[config.mk]
export PLATFORM = sky130hd
export DESIGN_NAME = brc_unit
export DESIGN_NICKNAME = d
export VERILOG_FILES = /design/src/rtl/brc_pkg.sv /design/src/rtl/brc_decode.sv /design/src/rtl/brc_cond.sv /design/src/rtl/brc_target.sv /design/src/rtl/brc_unit.sv
export SDC_FILE = /design/constraint.sdc
export NUM_CORES = 1
export LEC_CHECK = 0
export ABC_AREA = 0
export ABC_CLOCK_PERIOD_IN_PS = 4800
export BUFFER_PORTS_ARGS = -buffer_cell sky130_fd_sc_hd__buf_2
export CORE_AREA = 2 2 96 98
export CTS_CLUSTER_SIZE = 16
export DETAILED_ROUTE_END_ITERATION = 10
export DIE_AREA = 0 0 98 100
export HOLD_SLACK_MARGIN = 0.05
export MAX_ROUTING_LAYER = met4
export SYNTH_ARGS = -nofsm -noshare
export SYNTH_HDL_FRONTEND = slang
export SYNTH_SLANG_ARGS = --single-unit
[constraint.sdc]
create_clock -name clk -period 4.8 [get_ports clk]
set_input_delay 0.48 -clock clk [delete_from_list [all_inputs] [get_ports clk]]
set_output_delay 0.48 -clock clk [all_outputs]
set_load 0.03 [all_outputs]
[src/rtl/brc_pkg.sv]
package brc_pkg;

   typedef enum logic [1:0] {
      K_NONE  = 2'd0,
      K_SHORT = 2'd1,
      K_LONG  = 2'd2,
      K_BIT   = 2'd3
   } br_kind_e;

   typedef struct packed {
      br_kind_e   kind;
      logic       uncond;
      logic       is_call;
      logic [1:0] flag_sel;   // 00 N, 01 V, 10 C, 11 Z
      logic       flag_sense; // 1: branch when flag set
      logic [2:0] bit_idx;
      logic       bit_sense;  // 1: branch when bit set
   } br_dec_t;

   localparam logic [7:0] OP_BRA_S = 8'h80;
   localparam logic [7:0] OP_BRA_L = 8'h83;
   localparam logic [7:0] OP_CALL  = 8'h63;

endpackage

[src/rtl/brc_decode.sv]
module brc_decode
   import brc_pkg::*;
#(
   parameter bit LONG_EN = 1'b1,
   parameter bit BIT_EN  = 1'b1
) (
   input  logic [7:0] opcode,
   output br_dec_t    dec
);

   logic [3:0] lo_nib;
   logic       short_hit;
   logic       long_hit;
   logic       bit_hit;

   assign lo_nib    = opcode[3:0];
   assign short_hit = (lo_nib == 4'h0) && (opcode[4] || opcode == OP_BRA_S);

   generate
      if (LONG_EN) begin : g_long
         assign long_hit = (lo_nib == 4'h3) &&
                           (opcode[4] || opcode == OP_BRA_L || opcode == OP_CALL);
      end else begin : g_no_long
         assign long_hit = 1'b0;
      end
      if (BIT_EN) begin : g_bit
         assign bit_hit = (lo_nib == 4'hF);
      end else begin : g_no_bit
         assign bit_hit = 1'b0;
      end
   endgenerate

   always_comb begin
      dec            = '0;
      dec.kind       = K_NONE;
      dec.flag_sel   = opcode[7:6];
      dec.flag_sense = opcode[5];
      dec.bit_idx    = opcode[6:4];
      dec.bit_sense  = opcode[7];
      if (short_hit) begin
         dec.kind   = K_SHORT;
         dec.uncond = (opcode == OP_BRA_S);
      end else if (long_hit) begin
         dec.kind    = K_LONG;
         dec.uncond  = (opcode == OP_BRA_L) || (opcode == OP_CALL);
         dec.is_call = (opcode == OP_CALL);
      end else if (bit_hit) begin
         dec.kind = K_BIT;
      end
   end

   // a call decode is always an unconditional long branch
   always_comb begin
      if (dec.is_call) begin
         p_call_is_long_r7: assert (dec.uncond && dec.kind == K_LONG);
      end
   end

endmodule

[src/rtl/brc_cond.sv]
module brc_cond
   import brc_pkg::*;
(
   input  br_dec_t    dec,
   input  logic       flag_n,
   input  logic       flag_v,
   input  logic       flag_z,
   input  logic       flag_c,
   input  logic [7:0] test_byte,
   output logic       take
);

   logic flag_val;
   logic flag_ok;
   logic bit_ok;

   always_comb begin
      unique case (dec.flag_sel)
         2'b00:   flag_val = flag_n;
         2'b01:   flag_val = flag_v;
         2'b10:   flag_val = flag_c;
         default: flag_val = flag_z;
      endcase
   end

   assign flag_ok = dec.uncond || (flag_val == dec.flag_sense);
   assign bit_ok  = (test_byte[dec.bit_idx] == dec.bit_sense);

   always_comb begin
      unique case (dec.kind)
         K_SHORT, K_LONG: take = flag_ok;
         K_BIT:           take = bit_ok;
         default:         take = 1'b0;
      endcase
   end

   // an unrecognised opcode never yields a taken branch
   always_comb begin
      if (dec.kind == K_NONE) begin
         p_none_not_taken_r9: assert (!take);
      end
   end

endmodule

[src/rtl/brc_target.sv]
module brc_target
   import brc_pkg::*;
#(
   parameter int ADDR_W = 16
) (
   input  br_dec_t           dec,
   input  logic [ADDR_W-1:0] op_addr,
   input  logic [7:0]        opnd_lo,
   input  logic [7:0]        opnd_hi,
   output logic [ADDR_W-1:0] tgt_pc,
   output logic [ADDR_W-1:0] seq_pc,
   output logic [ADDR_W-1:0] ret_pc
);

   localparam int          SX8_W = ADDR_W - 8;
   localparam logic [ADDR_W-1:0] TWO   = ADDR_W'(2);
   localparam logic [ADDR_W-1:0] THREE = ADDR_W'(3);

   logic [ADDR_W-1:0] off_s8_lo;
   logic [ADDR_W-1:0] off_s8_hi;
   logic [ADDR_W-1:0] off_long;
   logic [ADDR_W-1:0] base_pc;
   logic [ADDR_W-1:0] off_pick;
   logic [ADDR_W-1:0] pc_p2;
   logic [ADDR_W-1:0] pc_p3;

   assign off_s8_lo = {{SX8_W{opnd_lo[7]}}, opnd_lo};
   assign off_s8_hi = {{SX8_W{opnd_hi[7]}}, opnd_hi};

   generate
      if (ADDR_W == 16) begin : g_w16
         assign off_long = {opnd_hi, opnd_lo};
      end else begin : g_wide
         assign off_long = {{(ADDR_W-16){opnd_hi[7]}}, opnd_hi, opnd_lo};
      end
   endgenerate

   assign pc_p2 = op_addr + TWO;
   assign pc_p3 = op_addr + THREE;

   always_comb begin
      unique case (dec.kind)
         K_SHORT: begin base_pc = pc_p2; off_pick = off_s8_lo; seq_pc = pc_p2;   end
         K_LONG:  begin base_pc = pc_p2; off_pick = off_long;  seq_pc = pc_p3;   end
         K_BIT:   begin base_pc = pc_p3; off_pick = off_s8_hi; seq_pc = pc_p3;   end
         default: begin base_pc = op_addr; off_pick = '0;      seq_pc = op_addr; end
      endcase
   end

   assign tgt_pc = base_pc + off_pick;
   assign ret_pc = pc_p2;

endmodule

[src/rtl/brc_unit.sv]
module brc_unit
   import brc_pkg::*;
#(
   parameter int ADDR_W  = 16,
   parameter bit LONG_EN = 1'b1,
   parameter bit BIT_EN  = 1'b1
) (
   input  logic              clk,
   input  logic              rst_n,
   input  logic              in_valid,
   input  logic [7:0]        opcode,
   input  logic [7:0]        opnd_lo,
   input  logic [7:0]        opnd_hi,
   input  logic [ADDR_W-1:0] op_addr,
   input  logic              flag_n,
   input  logic              flag_v,
   input  logic              flag_z,
   input  logic              flag_c,
   input  logic [7:0]        test_byte,
   output logic              out_valid,
   output logic              is_branch,
   output logic              taken,
   output logic [ADDR_W-1:0] next_pc,
   output logic              push_req,
   output logic [ADDR_W-1:0] ret_addr
);

   generate
      if (ADDR_W < 16) begin : g_bad_width
         $error("brc_unit: ADDR_W must be at least 16");
      end
   endgenerate

   br_dec_t           dec;
   logic              take_c;
   logic [ADDR_W-1:0] tgt_c;
   logic [ADDR_W-1:0] seq_c;
   logic [ADDR_W-1:0] ret_c;

   brc_decode #(.LONG_EN(LONG_EN), .BIT_EN(BIT_EN)) u_dec (
      .opcode (opcode),
      .dec    (dec)
   );

   brc_cond u_cond (
      .dec       (dec),
      .flag_n    (flag_n),
      .flag_v    (flag_v),
      .flag_z    (flag_z),
      .flag_c    (flag_c),
      .test_byte (test_byte),
      .take      (take_c)
   );

   brc_target #(.ADDR_W(ADDR_W)) u_tgt (
      .dec     (dec),
      .op_addr (op_addr),
      .opnd_lo (opnd_lo),
      .opnd_hi (opnd_hi),
      .tgt_pc  (tgt_c),
      .seq_pc  (seq_c),
      .ret_pc  (ret_c)
   );

   always_ff @(posedge clk) begin
      if (!rst_n) begin
         out_valid <= 1'b0;
         is_branch <= 1'b0;
         taken     <= 1'b0;
         next_pc   <= '0;
         push_req  <= 1'b0;
         ret_addr  <= '0;
      end else if (in_valid) begin
         out_valid <= 1'b1;
         is_branch <= (dec.kind != K_NONE);
         taken     <= take_c;
         next_pc   <= take_c ? tgt_c : seq_c;
         push_req  <= dec.is_call;
         ret_addr  <= dec.is_call ? ret_c : '0;
      end else begin
         out_valid <= 1'b0;
         is_branch <= 1'b0;
         taken     <= 1'b0;
         push_req  <= 1'b0;
      end
   end

   // output valid trails input valid by one cycle
   p_valid_follow_r2: assert property (@(posedge clk) disable iff (!rst_n)
      in_valid |=> out_valid);

   // idle output carries no branch decision
   p_idle_quiet_r2: assert property (@(posedge clk) disable iff (!rst_n)
      !out_valid |-> (!taken && !push_req && !is_branch));

   // unconditional opcodes are always taken
   p_bra_taken_r6: assert property (@(posedge clk) disable iff (!rst_n)
      (in_valid && (opcode == OP_BRA_S || (LONG_EN && opcode == OP_BRA_L))) |=> taken);

   // a push request only accompanies a taken branch
   p_call_taken_r7: assert property (@(posedge clk) disable iff (!rst_n)
      push_req |-> (taken && is_branch));

   // a non-branch leaves the program counter on the opcode address
   p_nonbranch_hold_r9: assert property (@(posedge clk) disable iff (!rst_n)
      (out_valid && !is_branch) |-> (!taken && next_pc == $past(op_addr)));

endmodule

==> summary.txt <==
Placement
  – Placement-stage worst setup slack: 0.591 ns
  – Number of buffers added on ports: 90
  – Final RePlAce weighted congestion: ~1.0
  – Post-placement cell area: 3900 um^2
  – DPL Wire Length: 8490 um

STA
  – Relative slew slack: 0.281
  – Shortest period the worst path allows: 3.99 ns
  – RSZ-0062 raised after global routing: false
  – Max-slew violation count: 0
  – Peak clock frequency supported by timing: 250 MHz
  – Worst Skew: 0 ns
  – Endpoints failing setup: 0
  – Share of the cycle needed by the critical path after routing: 0.832
  – Post-Route Hold Slack: between 0.4 and 0.5 ns
  – Total negative setup slack: 0 ns
  – Final setup margin: ~0.81 ns
  – Slew of the pin with the lowest slew margin: between 1 and 1.5 ns
  – Hold Fails Final Rpt: 0

Clocking
  – TritonCTS clock tree: yes
  – Clock Root Buffer: sky130_fd_sc_hd__clkbuf_8
  – Number of clock sinks: 36
  – Setup Fix Bufs, Post-CTS: 0
  – Depth of the CTS H-tree: 2
  – Hold buffers post-CTS: 0
  – Clock edge transition at the registers on the reported setup and hold paths: roughly 0.060 ns
  – Count of cells resized by post-cts repair: 0
  – Num CTS Buffers: 5
  – Clk buf depth: 2
  – Insertion delay of the later-clocked pin in the worst-skew pair: 0.29 ns

GRT
  – Pin count of the biggest net entering global routing: 34
  – Global-route wire length before repair: roughly 17,000 um
  – Remaining global-route overflow: 0
  – Number of antenna violations at the first check in global routing: 0
  – Number of global-route vias before repair: 3,382
  – Global Route Usage Sum: 0.225

Routing
  – Total number of vias: between 3,000 and 4,000
  – Routed vias/inst: 5.63
  – 1st-iter DRT viols: between 300 and 400
  – Length of the first detailed-routing pass in iterations: 5
  – DRC violation count after routing: 0
  – Total length of routed wires: 10,800 um
  – Remaining number of nets flagged by the antenna check after routing: 0
  – Average wire per standard cell: between 15 and 20 um

Synth
  – Synthesized netlist net count: about 530
  – Most frequently used flop master after synthesis: sky130_fd_sc_hd__dfxtp_1
  – Number of synthesized flops with an enable pin: 0
  – Count of yosys warnings during synthesis: 0
  – Syn Inst Count: between 400 and 500
  – Average cell area after synthesis: around 7.6 um^2
  – Synth Register Bits: 36
  – Async S/R FF share, synth: 0
  – Mapped cell area: approximately 3400 um^2
  – Count of unique library cells instantiated by Yosys: 65
  – Sequential cell area fraction in the yosys report: 0.210

Power
  – Comb pwr share: 0.351
  – VDD IR max: ~0.0001 V
  – Net switching power: 0.000297 W
  – Clock network fraction of design power: 0.269
  – Switching power as a share of total power: 0.356
  – Power, Total: approximately 0.00083 W
  – Static leakage power: 1.84 nW
  – Relative contribution of sequential cells to total power: 0.379
  – Internal power consumption: 0.000536 W
  – PwrDens: ~210 nW/um^2

Floorplan
  – CORE AREA: around 9000 um^2
  – Horizontal extent of the die: roughly 98 um
  – Number of placement rows: 35
  – I/O pin count: 91
  – Die Height: ~100 um
  – Initial core utilization: 0.386
  – Floorplan die area: around 9800 um^2

Worst setup path
  – Critical path capture point type: flip-flop
  – Arrival time of data at the critical path endpoint: 4.22 ns
  – Slowest cell on the critical path: sky130_fd_sc_hd__a311oi_1
  – Crit path required time: between 5 and 6 ns
  – Critical path's largest stage delay: between 0.4 and 0.5 ns
  – Cells along the critical path: buf_2, inv_1, ha_1, and3b_1, nand3_1, a22oi_1, o21ai_0, xnor2_1, ha_1, nand2_1, o21ai_0, a41o_1, o2111ai_1, a311oi_1, xor2_1, mux2_2, nand2_1
  – Maximum fanout count along the critical path: 9
  – Startpoint types: input port
  – Start-to-end type of the worst setup path: input port to flip-flop

Cells and area
  – Number of inserted filler cells in the final layout: between 900 and 1,000
  – Number of inserted diodes: 0
  – Commonest cells after routing, fill and taps aside: sky130_fd_sc_hd__buf_2, sky130_fd_sc_hd__nor2_1, sky130_fd_sc_hd__o21ai_0, sky130_fd_sc_hd__nand2_1, sky130_fd_sc_hd__dfxtp_1
  – Layout Area Growth over Synthesis: 16.6%
  – Net count, final: about 600
  – Post-route design area: 4000 um^2
  – Share of layout cells above drive strength 1: 0.219
  – Most frequent standard cell in the layout excluding fill and tap cells: sky130_fd_sc_hd__buf_2

Hold path
  – Min-delay worst type: flip-flop to flip-flop

Job
  – Maximum Capacitance Violations: 0

Run status
  – Status: finished clean
-- layout make-up --
type	count	area, um^2	area share
clock buffer	7	86.3	0.0216
multi-input combinational	374	2500	0.627
inverter	13	51.3	0.0128
tap	111	139	0.0347
timing repair buffer	95	488	0.122
clock inverter	1	7.51	0.00188
sequential	36	721	0.180
-- final timing paths --
| check | start | to | slack (ns) | depth (start not counted) |
|---|---|---|---|---|
| max | op_addr[1] | next_pc[15] | 0.81 | 17 |
| max reg2reg | next_pc[15] | next_pc[15] | 4.02 | 2 |
| min | ret_addr[9] | ret_addr[9] | 0.45 | 2 |
| min reg2reg | ret_addr[9] | ret_addr[9] | 0.45 | 2 |
-- cells by family (layout without fill, tap and decap cells) --
logic type | after synthesis | count (layout) | synth area share
xor+xnor | 42 | 42 | 0.107
flops | 36 | 36 | 0.210
simple gates | 141 | 141 | 0.193
compound gates | 164 | 164 | 0.324
fa+ha+maj | 19 | 19 | 0.0715
mux | 8 | 8 | 0.0347
buf+inv | 44 | 116 | 0.0595
-- power groups by stage --
| stage | combinational [W] | clock [W] | sequential (W) |
|---|---|---|---|
| floorplan | 0.000177 | 0 | 0.000346 |
| global placement | 0.000285 | 0 | 0.000322 |
| detailed placement | 0.000287 | 0 | 0.000323 |
| CTS | 0.000289 | 0.000230 | 0.000316 |
| global route | 0.000319 | 0.000245 | 0.000317 |
| finish | 0.000293 | 0.000224 | 0.000316 |
-- through the flow --
stage               cells  utilization
floorplan             454            -
global placement      629        0.439
detailed placement    629        0.439
CTS                   637        0.450
global route          637        0.450
finish                637        0.450
-- registers in the layout, indices dropped and copies added (netlist names) --
name,cells
out_valid,1
next_pc,16
taken,1
is_branch,1
ret_addr,16
push_req,1
-- worst max-delay path: cells and delay by family --
family / cells / cell delay, ns
compound gates: 6 / 1.53
xor+xnor: 2 / 0.40
fa+ha+maj: 2 / 0.59
buf+inv: 2 / 0.25
mux: 1 / 0.36
simple gates: 4 / 0.62
-- layer usage --
metal / track usage / share of wire / vias to the layer above / routed length [um]
met1: 0.304 / 0.47 / 1622 / 5070
li1: - / - / 1814 / -
met5: - / 0 / - / 0
met4: 0.0673 / 0.023 / 0 / 244
met2: 0.355 / 0.45 / 130 / 4830
met3: 0.0258 / 0.058 / 20 / 628
-- cells in the mapped netlist, types with 2 or more instances --
cell type | count | area [um^2]
sky130_fd_sc_hd__and3_1 | 4 | 25.0
sky130_fd_sc_hd__buf_2 | 8 | 40.0
sky130_fd_sc_hd__ha_1 | 18 | 225
sky130_fd_sc_hd__nor3_1 | 6 | 30.0
sky130_fd_sc_hd__a221o_1 | 2 | 20.0
sky130_fd_sc_hd__a221oi_1 | 5 | 43.8
sky130_fd_sc_hd__and3b_1 | 2 | 17.5
sky130_fd_sc_hd__and2_1 | 5 | 31.3
sky130_fd_sc_hd__a22oi_1 | 4 | 30.0
sky130_fd_sc_hd__a211oi_1 | 7 | 52.6
sky130_fd_sc_hd__buf_1 | 2 | 7.51
sky130_fd_sc_hd__nor2b_1 | 4 | 25.0
sky130_fd_sc_hd__a21oi_1 | 27 | 135
sky130_fd_sc_hd__o221ai_1 | 2 | 17.5
sky130_fd_sc_hd__xor2_1 | 20 | 175
sky130_fd_sc_hd__a31oi_1 | 9 | 56.3
sky130_fd_sc_hd__clkbuf_1 | 16 | 60.1
sky130_fd_sc_hd__mux2i_1 | 4 | 40.0
sky130_fd_sc_hd__o31a_1 | 2 | 17.5
sky130_fd_sc_hd__nand2_1 | 40 | 150
sky130_fd_sc_hd__dfxtp_1 | 36 | 721
sky130_fd_sc_hd__nor4_1 | 3 | 18.8
sky130_fd_sc_hd__a22o_1 | 12 | 105
sky130_fd_sc_hd__nand3_1 | 15 | 75.1
sky130_fd_sc_hd__nor2_1 | 49 | 184
sky130_fd_sc_hd__mux4_2 | 3 | 67.6
sky130_fd_sc_hd__a21o_1 | 16 | 120
sky130_fd_sc_hd__buf_6 | 2 | 22.5
sky130_fd_sc_hd__buf_4 | 3 | 22.5
sky130_fd_sc_hd__xnor2_1 | 22 | 193
sky130_fd_sc_hd__o21ai_1 | 3 | 15.0
sky130_fd_sc_hd__and4_1 | 3 | 26.3
sky130_fd_sc_hd__o211ai_1 | 8 | 60.1
sky130_fd_sc_hd__o21ai_0 | 43 | 215
sky130_fd_sc_hd__nand4_1 | 2 | 12.5
sky130_fd_sc_hd__inv_1 | 12 | 45.0
sky130_fd_sc_hd__o22ai_1 | 7 | 43.8
No activity file was read; power rests on OpenSTA's default activity.
